===== src/rtl/wtc_pkg.sv =====
package wtc_pkg;

    localparam int ADDR_W = 4;
    localparam int SEL_W  = 3;

    localparam logic [ADDR_W-1:0] A_CMD   = 4'd0;
    localparam logic [ADDR_W-1:0] A_MODE  = 4'd1;
    localparam logic [ADDR_W-1:0] A_CMPA  = 4'd2;
    localparam logic [ADDR_W-1:0] A_CMPC  = 4'd3;
    localparam logic [ADDR_W-1:0] A_COUNT = 4'd4;
    localparam logic [ADDR_W-1:0] A_STAT  = 4'd5;
    localparam logic [ADDR_W-1:0] A_ISET  = 4'd6;
    localparam logic [ADDR_W-1:0] A_ICLR  = 4'd7;
    localparam logic [ADDR_W-1:0] A_IMASK = 4'd8;

    localparam int CMD_START = 0;
    localparam int CMD_HALT  = 1;
    localparam int CMD_KICK  = 2;

    localparam int ST_RUN  = 8;
    localparam int ST_WAVE = 9;

    typedef struct packed {
        logic             stop_on_c;
        logic             reload;
        logic [SEL_W-1:0] src;
    } mode_t;

    localparam int MODE_W = $bits(mode_t);

    typedef struct packed {
        logic c_hit;
        logic a_hit;
        logic wrap;
    } evt_t;

    localparam int EVT_W = $bits(evt_t);

    typedef struct packed {
        logic start;
        logic halt;
        logic clr;
    } ctl_t;

endpackage


===== src/rtl/wtc_tick_gen.sv =====
module wtc_tick_gen
    import wtc_pkg::*;
#(
    parameter int NUM_DIV = 4,
    parameter int DIV_LOG = 2
) (
    input  logic             clk,
    input  logic             rst,
    input  logic             clr,
    input  logic [SEL_W-1:0] src,
    input  logic             ext_in,
    output logic             tick
);
    localparam int PRE_W = DIV_LOG * (NUM_DIV - 1);

    logic [PRE_W-1:0]   pre_q;
    logic [NUM_DIV-1:0] div_tick;
    logic               sync1_q, sync2_q, prev_q;
    logic               ext_tick;

    always_ff @(posedge clk) begin
        if (rst || clr) pre_q <= '0;
        else            pre_q <= pre_q + 1'b1;
    end

    assign div_tick[0] = 1'b1;
    generate
        for (genvar k = 1; k < NUM_DIV; k++) begin : g_div
            assign div_tick[k] = &pre_q[DIV_LOG*k-1:0];
        end
    endgenerate

    always_ff @(posedge clk) begin
        if (rst) begin
            sync1_q <= 1'b0;
            sync2_q <= 1'b0;
            prev_q  <= 1'b0;
        end else begin
            sync1_q <= ext_in;
            sync2_q <= sync1_q;
            prev_q  <= sync2_q;
        end
    end

    assign ext_tick = sync2_q & ~prev_q;

    always_comb begin
        tick = ext_tick;
        for (int k = 0; k < NUM_DIV; k++) begin
            if (src == SEL_W'(k)) tick = div_tick[k];
        end
    end

    AST_EXT_SINGLE: assert property (@(posedge clk) disable iff (rst)
        ext_tick |=> !ext_tick);

endmodule


===== src/rtl/wtc_core.sv =====
module wtc_core
    import wtc_pkg::*;
#(
    parameter int CNT_W = 16
) (
    input  logic             clk,
    input  logic             rst,
    input  logic             tick,
    input  ctl_t             ctl,
    input  logic             reload,
    input  logic             stop_on_c,
    input  logic [CNT_W-1:0] cmp_a,
    input  logic [CNT_W-1:0] cmp_c,
    output logic [CNT_W-1:0] cnt,
    output logic             running,
    output logic             wave,
    output evt_t             evt
);
    logic adv, at_a, at_c;

    always_comb begin
        adv       = running & tick & ~ctl.clr;
        at_a      = (cnt == cmp_a);
        at_c      = (cnt == cmp_c);
        evt.wrap  = adv & (&cnt);
        evt.a_hit = adv & at_a;
        evt.c_hit = adv & at_c;
    end

    always_ff @(posedge clk) begin
        if (rst) begin
            cnt     <= '0;
            running <= 1'b0;
            wave    <= 1'b0;
        end else begin
            if (ctl.halt)                        running <= 1'b0;
            else if (ctl.start)                  running <= 1'b1;
            else if (evt.c_hit && stop_on_c)     running <= 1'b0;

            if (ctl.clr)                         cnt <= '0;
            else if (adv)                        cnt <= (reload && at_c) ? '0 : cnt + 1'b1;

            if (evt.c_hit)                       wave <= 1'b0;
            else if (evt.a_hit)                  wave <= 1'b1;
        end
    end

    AST_HOLD_IDLE: assert property (@(posedge clk) disable iff (rst)
        (!running && !ctl.clr) |=> $stable(cnt));

    AST_ONESHOT_OFF: assert property (@(posedge clk) disable iff (rst)
        (evt.c_hit && stop_on_c && !ctl.start) |=> !running);

    AST_RELOAD_ZERO: assert property (@(posedge clk) disable iff (rst)
        (evt.c_hit && reload) |=> (cnt == '0));

    AST_WAVE_RISE: assert property (@(posedge clk) disable iff (rst)
        $rose(wave) |-> $past(evt.a_hit));

    AST_HALT_WINS: assert property (@(posedge clk) disable iff (rst)
        ctl.halt |=> !running);

endmodule


===== src/rtl/wtc_irq.sv =====
module wtc_irq
    import wtc_pkg::*;
(
    input  logic             clk,
    input  logic             rst,
    input  evt_t             evt,
    input  logic             rd_clear,
    input  logic [EVT_W-1:0] mask_set,
    input  logic [EVT_W-1:0] mask_clr,
    output evt_t             flags,
    output logic [EVT_W-1:0] mask,
    output logic             irq
);
    always_ff @(posedge clk) begin
        if (rst) begin
            flags <= '0;
            mask  <= '0;
        end else begin
            flags <= evt_t'((rd_clear ? '0 : flags) | evt);
            mask  <= (mask | mask_set) & ~mask_clr;
        end
    end

    assign irq = |(flags & mask);

    AST_READ_CLEARS: assert property (@(posedge clk) disable iff (rst)
        (rd_clear && evt == '0) |=> (flags == '0));

    AST_CLR_ALL: assert property (@(posedge clk) disable iff (rst)
        (&mask_clr) |=> (mask == '0));

    AST_IRQ_FLAGGED: assert property (@(posedge clk) disable iff (rst)
        irq |-> (flags != '0 && mask != '0));

endmodule


===== src/rtl/wtc_channel.sv =====
module wtc_channel
    import wtc_pkg::*;
#(
    parameter int CNT_W   = 16,
    parameter int NUM_DIV = 4,
    parameter int DIV_LOG = 2
) (
    input  logic              clk,
    input  logic              rst,
    input  logic              bus_wr,
    input  logic              bus_rd,
    input  logic [ADDR_W-1:0] bus_addr,
    input  logic [CNT_W-1:0]  bus_wdata,
    output logic [CNT_W-1:0]  bus_rdata,
    input  logic              sync_in,
    input  logic              chain_in,
    output logic              wave_out,
    output logic              irq_out
);
    mode_t            mode_q;
    logic [CNT_W-1:0] cmp_a_q, cmp_c_q;
    logic [CNT_W-1:0] cnt;
    logic             running, tick, wr_cmd, rd_clear;
    ctl_t             ctl;
    evt_t             evt, flags;
    logic [EVT_W-1:0] mask, mask_set, mask_clr;

    always_comb begin
        wr_cmd    = bus_wr && (bus_addr == A_CMD);
        ctl.start = wr_cmd && bus_wdata[CMD_START];
        ctl.halt  = wr_cmd && bus_wdata[CMD_HALT];
        ctl.clr   = (wr_cmd && bus_wdata[CMD_KICK]) || sync_in;
        mask_set  = (bus_wr && bus_addr == A_ISET) ? bus_wdata[EVT_W-1:0] : '0;
        mask_clr  = (bus_wr && bus_addr == A_ICLR) ? bus_wdata[EVT_W-1:0] : '0;
        rd_clear  = bus_rd && (bus_addr == A_STAT);
    end

    always_ff @(posedge clk) begin
        if (rst) begin
            mode_q  <= '0;
            cmp_a_q <= '0;
            cmp_c_q <= '0;
        end else if (bus_wr) begin
            case (bus_addr)
                A_MODE:  mode_q  <= mode_t'(bus_wdata[MODE_W-1:0]);
                A_CMPA:  cmp_a_q <= bus_wdata;
                A_CMPC:  cmp_c_q <= bus_wdata;
                default: ;
            endcase
        end
    end

    wtc_tick_gen #(.NUM_DIV(NUM_DIV), .DIV_LOG(DIV_LOG)) u_tick (
        .clk    (clk),
        .rst    (rst),
        .clr    (ctl.clr),
        .src    (mode_q.src),
        .ext_in (chain_in),
        .tick   (tick)
    );

    wtc_core #(.CNT_W(CNT_W)) u_core (
        .clk       (clk),
        .rst       (rst),
        .tick      (tick),
        .ctl       (ctl),
        .reload    (mode_q.reload),
        .stop_on_c (mode_q.stop_on_c),
        .cmp_a     (cmp_a_q),
        .cmp_c     (cmp_c_q),
        .cnt       (cnt),
        .running   (running),
        .wave      (wave_out),
        .evt       (evt)
    );

    wtc_irq u_irq (
        .clk      (clk),
        .rst      (rst),
        .evt      (evt),
        .rd_clear (rd_clear),
        .mask_set (mask_set),
        .mask_clr (mask_clr),
        .flags    (flags),
        .mask     (mask),
        .irq      (irq_out)
    );

    always_comb begin
        bus_rdata = '0;
        case (bus_addr)
            A_MODE:  bus_rdata = CNT_W'(mode_q);
            A_CMPA:  bus_rdata = cmp_a_q;
            A_CMPC:  bus_rdata = cmp_c_q;
            A_COUNT: bus_rdata = cnt;
            A_STAT: begin
                bus_rdata[EVT_W-1:0] = flags;
                bus_rdata[ST_RUN]    = running;
                bus_rdata[ST_WAVE]   = wave_out;
            end
            A_IMASK: bus_rdata = CNT_W'(mask);
            default: bus_rdata = '0;
        endcase
    end

    AST_SYNC_ZERO: assert property (@(posedge clk) disable iff (rst)
        sync_in |=> (cnt == '0));

endmodule


===== config.mk =====
export PLATFORM = sky130hd
export DESIGN_NAME = wtc_channel
export DESIGN_NICKNAME = d
export VERILOG_FILES = /design/src/rtl/wtc_pkg.sv /design/src/rtl/wtc_tick_gen.sv /design/src/rtl/wtc_core.sv /design/src/rtl/wtc_irq.sv /design/src/rtl/wtc_channel.sv
export SDC_FILE = /design/constraint.sdc
export NUM_CORES = 1
export LEC_CHECK = 0
export CORE_MARGIN = 4
export CORE_UTILIZATION = 35
export CTS_BUF_LIST = sky130_fd_sc_hd__clkbuf_4 sky130_fd_sc_hd__clkbuf_8
export CTS_CLUSTER_DIAMETER = 120
export DETAILED_ROUTE_END_ITERATION = 7
export PLACE_DENSITY_LB_ADDON = 0.15
export SLEW_MARGIN = 25
export SYNTH_ARGS = -nofsm -noshare
export SYNTH_HDL_FRONTEND = slang
export SYNTH_SLANG_ARGS = --single-unit

===== constraint.sdc =====
create_clock -name clk -period 3.06 [get_ports clk]
set_clock_uncertainty 0.15 [all_clocks]
set_input_delay 0.612 -clock clk [delete_from_list [all_inputs] [get_ports clk]]
set_output_delay 0.612 -clock clk [all_outputs]
set_load 0.02 [all_outputs]

==> results of run 1 <==
timing repair:
action                                  4_1_cts  5_1_grt
hold buffers                                  0        0
setup buffers                                 3        0
endpoints found under the setup margin       16       10
resized for setup                            64        8
pin swaps                                     0        3
cells by family after synthesis:
group	count (synthesis)	synth area share
adder cells (fa/ha/maj)	2	0.00693
AO/OA/AOI/OAI	88	0.162
AND/OR/NAND/NOR	192	0.261
buffers and inverters	50	0.0551
XOR/XNOR	41	0.0994
multiplexers	10	0.0277
flip-flops	70	0.388
worst max-delay path: stages:
cell                              delay [ns]
sky130_fd_sc_hd__clkdlybuf4s50_1        0.47
sky130_fd_sc_hd__buf_4                  0.19
sky130_fd_sc_hd__nor4b_4                0.07
sky130_fd_sc_hd__buf_6                  0.13
sky130_fd_sc_hd__buf_4                  0.15
sky130_fd_sc_hd__a222oi_1               0.29
sky130_fd_sc_hd__nand2_1                0.11
sky130_fd_sc_hd__buf_2                  0.18
per-layer routing:
layer	up-vias	share of wire	track usage
li1	1693	-	-
met4	0	0.0086	0.0623
met1	1634	0.44	0.267
met3	8	0.064	0.0323
met2	99	0.48	0.311
met5	-	0	0
through the flow:
step	area, um^2	setup WS [ns]	setup TNS [ns]	utilization
2_1_floorplan	3610	0.265	0	-
3_3_place_gp	4350	-0.552	-7.54	0.439
3_5_place_dp	4350	-0.529	-7.93	0.439
4_1_cts	4520	0.0141	0	0.457
5_1_grt	4530	0.00878	0	0.457
6_report	4530	0.0913	0	0.457
cells in the final DEF, fill, tap and decap left out, types with 4 or more instances in the layout:
cell / instances
sky130_fd_sc_hd__nand2b_1: 5
sky130_fd_sc_hd__o21ai_0: 4
sky130_fd_sc_hd__nor2b_1: 8
sky130_fd_sc_hd__and4_1: 4
sky130_fd_sc_hd__or4_1: 7
sky130_fd_sc_hd__a22oi_1: 6
sky130_fd_sc_hd__buf_4: 35
sky130_fd_sc_hd__nand4_1: 4
sky130_fd_sc_hd__mux2i_1: 10
sky130_fd_sc_hd__xnor2_1: 14
sky130_fd_sc_hd__clkbuf_8: 10
sky130_fd_sc_hd__a21oi_1: 47
sky130_fd_sc_hd__or3_1: 6
sky130_fd_sc_hd__inv_1: 13
sky130_fd_sc_hd__xor2_1: 27
sky130_fd_sc_hd__nand3_1: 11
sky130_fd_sc_hd__buf_2: 15
sky130_fd_sc_hd__a222oi_1: 13
sky130_fd_sc_hd__and3_1: 4
sky130_fd_sc_hd__nor4_1: 9
sky130_fd_sc_hd__nand2_1: 90
sky130_fd_sc_hd__o31ai_1: 7
sky130_fd_sc_hd__nor2_1: 26
sky130_fd_sc_hd__nor3_1: 5
sky130_fd_sc_hd__dfxtp_1: 70
sky130_fd_sc_hd__clkdlybuf4s50_1: 24
sequential cells by signal (all words and copies together) (netlist names):
signal,flops
cmp_a_q,16
cmp_c_q,16
mode_q,5
u_core.cnt,16
u_core.running,1
u_core.wave,1
u_irq.flags,3
u_irq.mask,3
u_tick.pre_q,6
u_tick.prev_q,1
u_tick.sync1_q,1
u_tick.sync2_q,1
worst paths after layout:
path                         end
setup reg to reg  u_core.cnt[10]
hold reg to reg   u_tick.sync2_q
hold / removal    u_tick.sync2_q
setup / recovery    bus_rdata[0]
power by group:
| part | internal (uW) | total [uW] | switching [uW] |
|---|---|---|---|
| sequential | 920 | 929 | 9.01 |
| combinational | 69.9 | 145 | 75.4 |
| clock | 403 | 782 | 379 |
final cells by class:
class / instances / area (um^2) / share of cell area
Multi-Input combinational cell: 333 / 2030 / 0.447
Sequential cell: 70 / 1400 / 0.309
Timing Repair Buffer: 82 / 678 / 0.150
Tap cell: 133 / 166 / 0.0368
Clock buffer: 10 / 138 / 0.0304
Clock inverter: 6 / 70.1 / 0.0155
Inverter: 13 / 48.8 / 0.0108
==> summary by stage, run 1 <==
Power and ir drop
IR analysis of the VDD net gives a maximum drop of 0.000219 V. For this design the ratio of total power to cell area is between 400 and 500 nW/um^2. Overall power consumption after layout is estimated at about 1900 uW.

For this design the static power due to leakage is 0.00187 uW.

Timing
The maximum achievable frequency is approximately 340 MHz. The count of final hold-check violations came to 0. Setup violations remaining at the end of the flow were counted as 0. The relative slew slack is 0.575. Final hold analysis gives a worst-case slack of around 0.29 ns.

Subtracting the final worst setup slack from the clock period gives ~3.0 ns. The slew of the pin with the lowest slew margin is approximately 0.64 ns. Setup repair after global routing left no endpoint under its margin. The final number of max-transition violations is 0. The post-route clock period utilization is 0.970.

Synthesis
The number of enable flip-flop cells after synthesis is 0. The share of synthesized area in the top cell type comes to 0.388. The cell count after synthesis came out at around 450.

By count the netlist is led by 90 x sky130_fd_sc_hd__nand2_1, 70 x sky130_fd_sc_hd__dfxtp_1, 47 x sky130_fd_sc_hd__a21oi_1. The Yosys step of the flow raised 0 warnings. The sequential-to-total area share from yosys stat is 0.388. The cell type with the highest aggregate area in the netlist is sky130_fd_sc_hd__dfxtp_1. The number of different library cells used by synthesis comes to 45. The synthesized area divided by synthesized cell count is about 8 um^2. The summed instance area of the synthesized netlist is ~3600 um^2. The leading cell type by number of instances after synthesis is sky130_fd_sc_hd__nand2_1. The proportion of register bits with asynchronous set or reset after synthesis is 0. The synthesized flop and latch total is 70. The top flip-flop cell by instance count after synthesis is sky130_fd_sc_hd__dfxtp_1. The number of nets in the synthesized netlist is approximately 480.

In the post-synthesis netlist, the biggest area contributors are sky130_fd_sc_hd__dfxtp_1 39%, sky130_fd_sc_hd__nand2_1 9.4%, sky130_fd_sc_hd__xor2_1 6.5%, sky130_fd_sc_hd__a21oi_1 6.5%, sky130_fd_sc_hd__a222oi_1 3.6%.

Route
The first detailed-routing pass ran for 5 iterations. The final layout contains routed wiring with a total length of roughly 11 mm. The routed via count divided by cell count is around 5.3.

The average detailed-routed wire length per instance is roughly 17 um. The final route contains approximately 3,400 vias. The post-detailed-route DRC marker count is 0. The first routing iteration left about 260 violations. The post-detailed-route count of antenna-violating nets is 0.

Setup path
STA classifies the critical path endpoint as an output pin. The setup check on the worst reg-to-reg path leaves a slack of approximately 0.46 ns. The element type at the critical path start is an input pin.

The startpoint identified for the worst register-to-register timing path is u_tick.pre_q[0]. The arrival time reported for the critical path endpoint is about 2.2 ns. The count of cells along the worst register-to-register path is 7. The type of the worst setup path is in2out. In this run the worst path has a maximum fanout of 11.

The required time at the endpoint of the critical path is 2.30 ns. The source of the critical timing path is bus_addr[3].

Clock tree
Buffers inserted during clock tree synthesis total 9. Counting every sink on the clock net gives 70. The clock latency of the later-clocked register in the worst-skew pair is between 0.3 and 0.4 ns.

The clock-pin slew on the worst setup and hold paths is roughly 0.080 ns. The deepest clock path buffer count is 2. TritonCTS built the clock tree. In this run the number of H-tree levels came out at 3. The root buffer cell chosen for the clock tree is sky130_fd_sc_hd__clkbuf_8.

Die
The core area is around 9900 um^2. The die is roughly 110 um wide. For this configuration, the core starts out at a cell density of 0.365. 44 I/O pins were placed.

The die covers ~12,000 um^2. The vertical die dimension is around 110 um. The number of placement rows is 36.

Global route
The total congestion overflow after global routing is 0. The initial antenna violation count is 0. The via count of the first global-routing pass is approximately 3,400. The first global-routing pass estimated 18.0 mm of wire. For this run, the total global-route usage over all layers was measured as 0.194. Entering global routing, the biggest net connects between 40 and 50 pins.

Finish
Excluding fillers, the count of instances in the completed layout stands at 647. The number of antenna diodes in the final layout is 0. The layout-stage area growth over the synthesis result is 25.4%.

The fraction of final layout cells with drive strength greater than 1 is 0.152. The number of filler cells placed in the layout is a little over 1,000. The layout net count is roughly 540.

Outcome
The run finished with clean final reports.

Place
The number of instances in the placed design is approximately 630. The detailed placer's ending HPWL is 8.01 mm. The number of buffers added on ports is 43. At the end of routability-driven placement, the weighted congestion stood at slightly below 0.9.

Min path
The cell depth of the worst hold path is 1. The kind of path behind the tightest hold check is reg2reg. The startpoint identified for the worst hold timing path is u_tick.sync1_q.

Run
The max-capacitance violation count is 0.
Note: power is estimated with default switching activity, not from simulation.
==> run 2, diff against run 1 <==
--- a/config.mk
+++ b/config.mk
@@ -10,7 +10,6 @@
 export CTS_BUF_LIST = sky130_fd_sc_hd__clkbuf_4 sky130_fd_sc_hd__clkbuf_8
 export CTS_CLUSTER_DIAMETER = 120
 export DETAILED_ROUTE_END_ITERATION = 7
-export PLACE_DENSITY_LB_ADDON = 0.15
 export SLEW_MARGIN = 25
 export SYNTH_ARGS = -nofsm -noshare
 export SYNTH_HDL_FRONTEND = slang
==> run 2 against run 1 <==
Effect of this change: routed wire length shrank 2.6%; combinational power grew 5%; cell area grew 1.9%; die area is the same; hold slack gained 0.0031 ns; sequential power is essentially flat; maximum frequency shrank 0.57%; utilization grew 0.86 points; setup slack lost 0.017 ns; power grew 0.37%; non-clock buffer count grew 5; critical path type unchanged; register-to-register slack lost 0.07 ns.
==> summary by stage, run 2 (synthesis gave the netlist of run 1 again) <==
Finish
The library cells used most frequently in the layout, excluding fill and tap cells, are 90 x sky130_fd_sc_hd__nand2_1, 70 x sky130_fd_sc_hd__dfxtp_1, 47 x sky130_fd_sc_hd__a21oi_1. In the final layout, the registers with the most flip-flops are cmp_a_q: 16 flops, cmp_c_q: 16 flops, u_core.cnt: 16 flops. Of the cells placed in the final design, the portion with a size suffix greater than 1 is 0.158. The number of antenna diodes in the final layout is 0.

The library cell used most frequently in the layout, excluding fill and tap cells, is sky130_fd_sc_hd__nand2_1. The final layout contains between 500 and 600 nets. The number of filler cells placed in the layout is between 1,000 and 1,500. After routing the design area is roughly 4600 um^2. Relative to the synthesized area, the layout overhead comes to 27.7%.

Timing
The slew of the pin with the lowest slew margin is about 0.67 ns. The relative slew slack is 0.552. The final number of max-transition violations is 0. The maximum achievable frequency is ~330 MHz. The post-route clock period utilization is 0.976. The minimum clock period is roughly 3 ns.

The count of final hold-check violations is 0. Setup repair after global routing left no endpoint under its margin. The number of setup violations in the final report is 0. The tightest hold path in the finished design has a slack of 0.293 ns.

Global route
The first global-routing pass estimated 17.5 mm of wire. The via count of the first global-routing pass came to ~3,500. The global-route track usage on met2 is 0.300. In the global route stage, overall resource usage came out at 0.187. The most crowded layer after global routing is met2. In the global route stage, met3 resource usage came out at 0.0305. The total congestion overflow after global routing is 0. The initial antenna violation count was 0. The routing usage on met1 is 0.253.

The maximum number of pins on one net before global-route repair is ~50.

Clock tree
The root buffer cell is sky130_fd_sc_hd__clkbuf_8. The number of clock sinks seen by CTS is 70. The clock-pin slew on the worst setup and hold paths is 0.08 ns. The count of H-tree levels built during CTS is 3. TritonCTS built the clock tree. The TritonCTS buffer count is 9. The deepest clock path buffer count is 2. The clock latency of the later-clocked register in the worst-skew pair is approximately 0.35 ns. The total of hold buffers inserted after clock tree synthesis is 0.

Setup path
The reg-to-reg startpoint is u_tick.pre_q[0]. The count of cells along the worst register-to-register path is 7. The most critical setup path has its startpoint at bus_addr[0]. The type of the worst setup path is in2out. The terminus of the critical flop-to-flop path is u_core.cnt[7].

In this run the worst path has a maximum fanout of 7. The required time at the endpoint of the critical path is 2.30 ns. The end point of the critical path is bus_rdata[7]. The minimum setup slack among reg-to-reg paths is 0.39 ns. STA classifies the critical path endpoint as an output pin.

Data on the critical path arrives at its endpoint at around 2.2 ns. The element type at the critical path start is an input pin.

Route
The total number of vias is between 3,000 and 4,000. The post-detailed-route DRC marker count is 0. The count of nets left with antenna violations once routing finished came out at 0. The average detailed-routed wire length per instance is around 16 um. The number of design-rule violations left by the first detailed-router iteration is 256. The routed via count divided by cell count is around 5.3.

The pre-antenna-repair detailed-routing pass consisted of 8 iterations. Summed over all layers, the routed wires come to about 11 mm.

Die
The floorplan step set the die width to between 100 and 150 um. In this run the standard cell core region covers between 9000 and 10,000 um^2. For this configuration, the core starts out at a cell density of 0.365.

The vertical die dimension is 110 um. between 40 and 50 I/O pins were placed. The number of placement rows is 36.

The die covers about 12,000 um^2.

Power and ir drop
In this run the static leakage power is 0.00191 uW. The total chip power is approximately 1900 uW. The areal power density over the cells is roughly 400 nW/um^2. The peak supply drop is approximately 0.00020 V.

Run
Across the run, the number of max-cap violations was 0.

Place
The number of buffers added on ports is 43. The detailed placer's ending HPWL is around 7.6 mm. Summing all placed instances gives a cell area of 4360 um^2.

At the end of routability-driven placement, the weighted congestion stood at 0.936.

Min path
The cell depth of the worst hold path is 1. The kind of path behind the tightest hold check is reg2reg.

Outcome
The flow ran to the end, and the final reports show no timing, DRC or antenna violations.
## run 2: worst min path at each step
stage / from / end / slack (ns)
after global placement: u_tick.sync1_q / u_tick.sync2_q / 0.27
final: u_tick.sync1_q / u_tick.sync2_q / 0.29
after detailed placement: u_tick.sync1_q / u_tick.sync2_q / 0.28
after floorplan: u_tick.pre_q[0] / u_tick.pre_q[0] / 0.26
after global routing: u_tick.pre_q[0] / u_tick.pre_q[0] / 0.33
after CTS: u_tick.sync1_q / u_tick.sync2_q / 0.30
## run 2: critical path: stages
cell,delay (ns)
sky130_fd_sc_hd__clkdlybuf4s50_1,0.44
sky130_fd_sc_hd__buf_4,0.18
sky130_fd_sc_hd__nor4b_4,0.27
sky130_fd_sc_hd__buf_4,0.18
sky130_fd_sc_hd__buf_6,0.13
sky130_fd_sc_hd__a222oi_1,0.07
sky130_fd_sc_hd__inv_1,0.08
sky130_fd_sc_hd__clkdlybuf4s15_2,0.25
## run 2: per-stage QoR
stage / TNS (ns) / cells / worst slack (ns) / util
6_report: 0 / 652 / 0.0742 / 0.466
3_3_place_gp: -5.87 / 629 / -0.292 / 0.440
4_1_cts: 0 / 651 / 0.00234 / 0.467
5_1_grt: 0 / 652 / 0.0179 / 0.466
3_5_place_dp: -6.67 / 629 / -0.324 / 0.440
2_1_floorplan: 0 / 453 / 0.265 / -
## run 2: power by group
part	internal (uW)	switching, uW
clock network	403	379
registers	920	9.20
logic	75.8	76.5
total	1400	465
## run 2: area by class of cell
| class | instances | area [um^2] | area share |
|---|---|---|---|
| Clock buffer | 10 | 138 | 0.0298 |
| Clock inverter | 6 | 70.1 | 0.0152 |
| Inverter | 13 | 48.8 | 0.0106 |
| Multi-Input combinational cell | 333 | 2030 | 0.439 |
| Sequential cell | 70 | 1400 | 0.304 |
| Tap cell | 133 | 166 | 0.0361 |
| Timing Repair Buffer | 87 | 763 | 0.165 |
## run 2: timing repair
action	in CTS	in global routing
pin swaps	1	7
cloned	1	0
endpoints found under the setup margin	16	16
resized for setup	60	9
endpoints found under the hold margin	0	0
setup buffers	5	1
## run 2: layer usage
metal | part of all wire | wire length [um] | vias to the layer above
met3 | 0.043 | 462 | 17
met1 | 0.47 | 5000 | 1652
met2 | 0.47 | 5020 | 90
met5 | 0 | 0 | -
li1 | - | - | 1715
met4 | 0.018 | 187 | 0
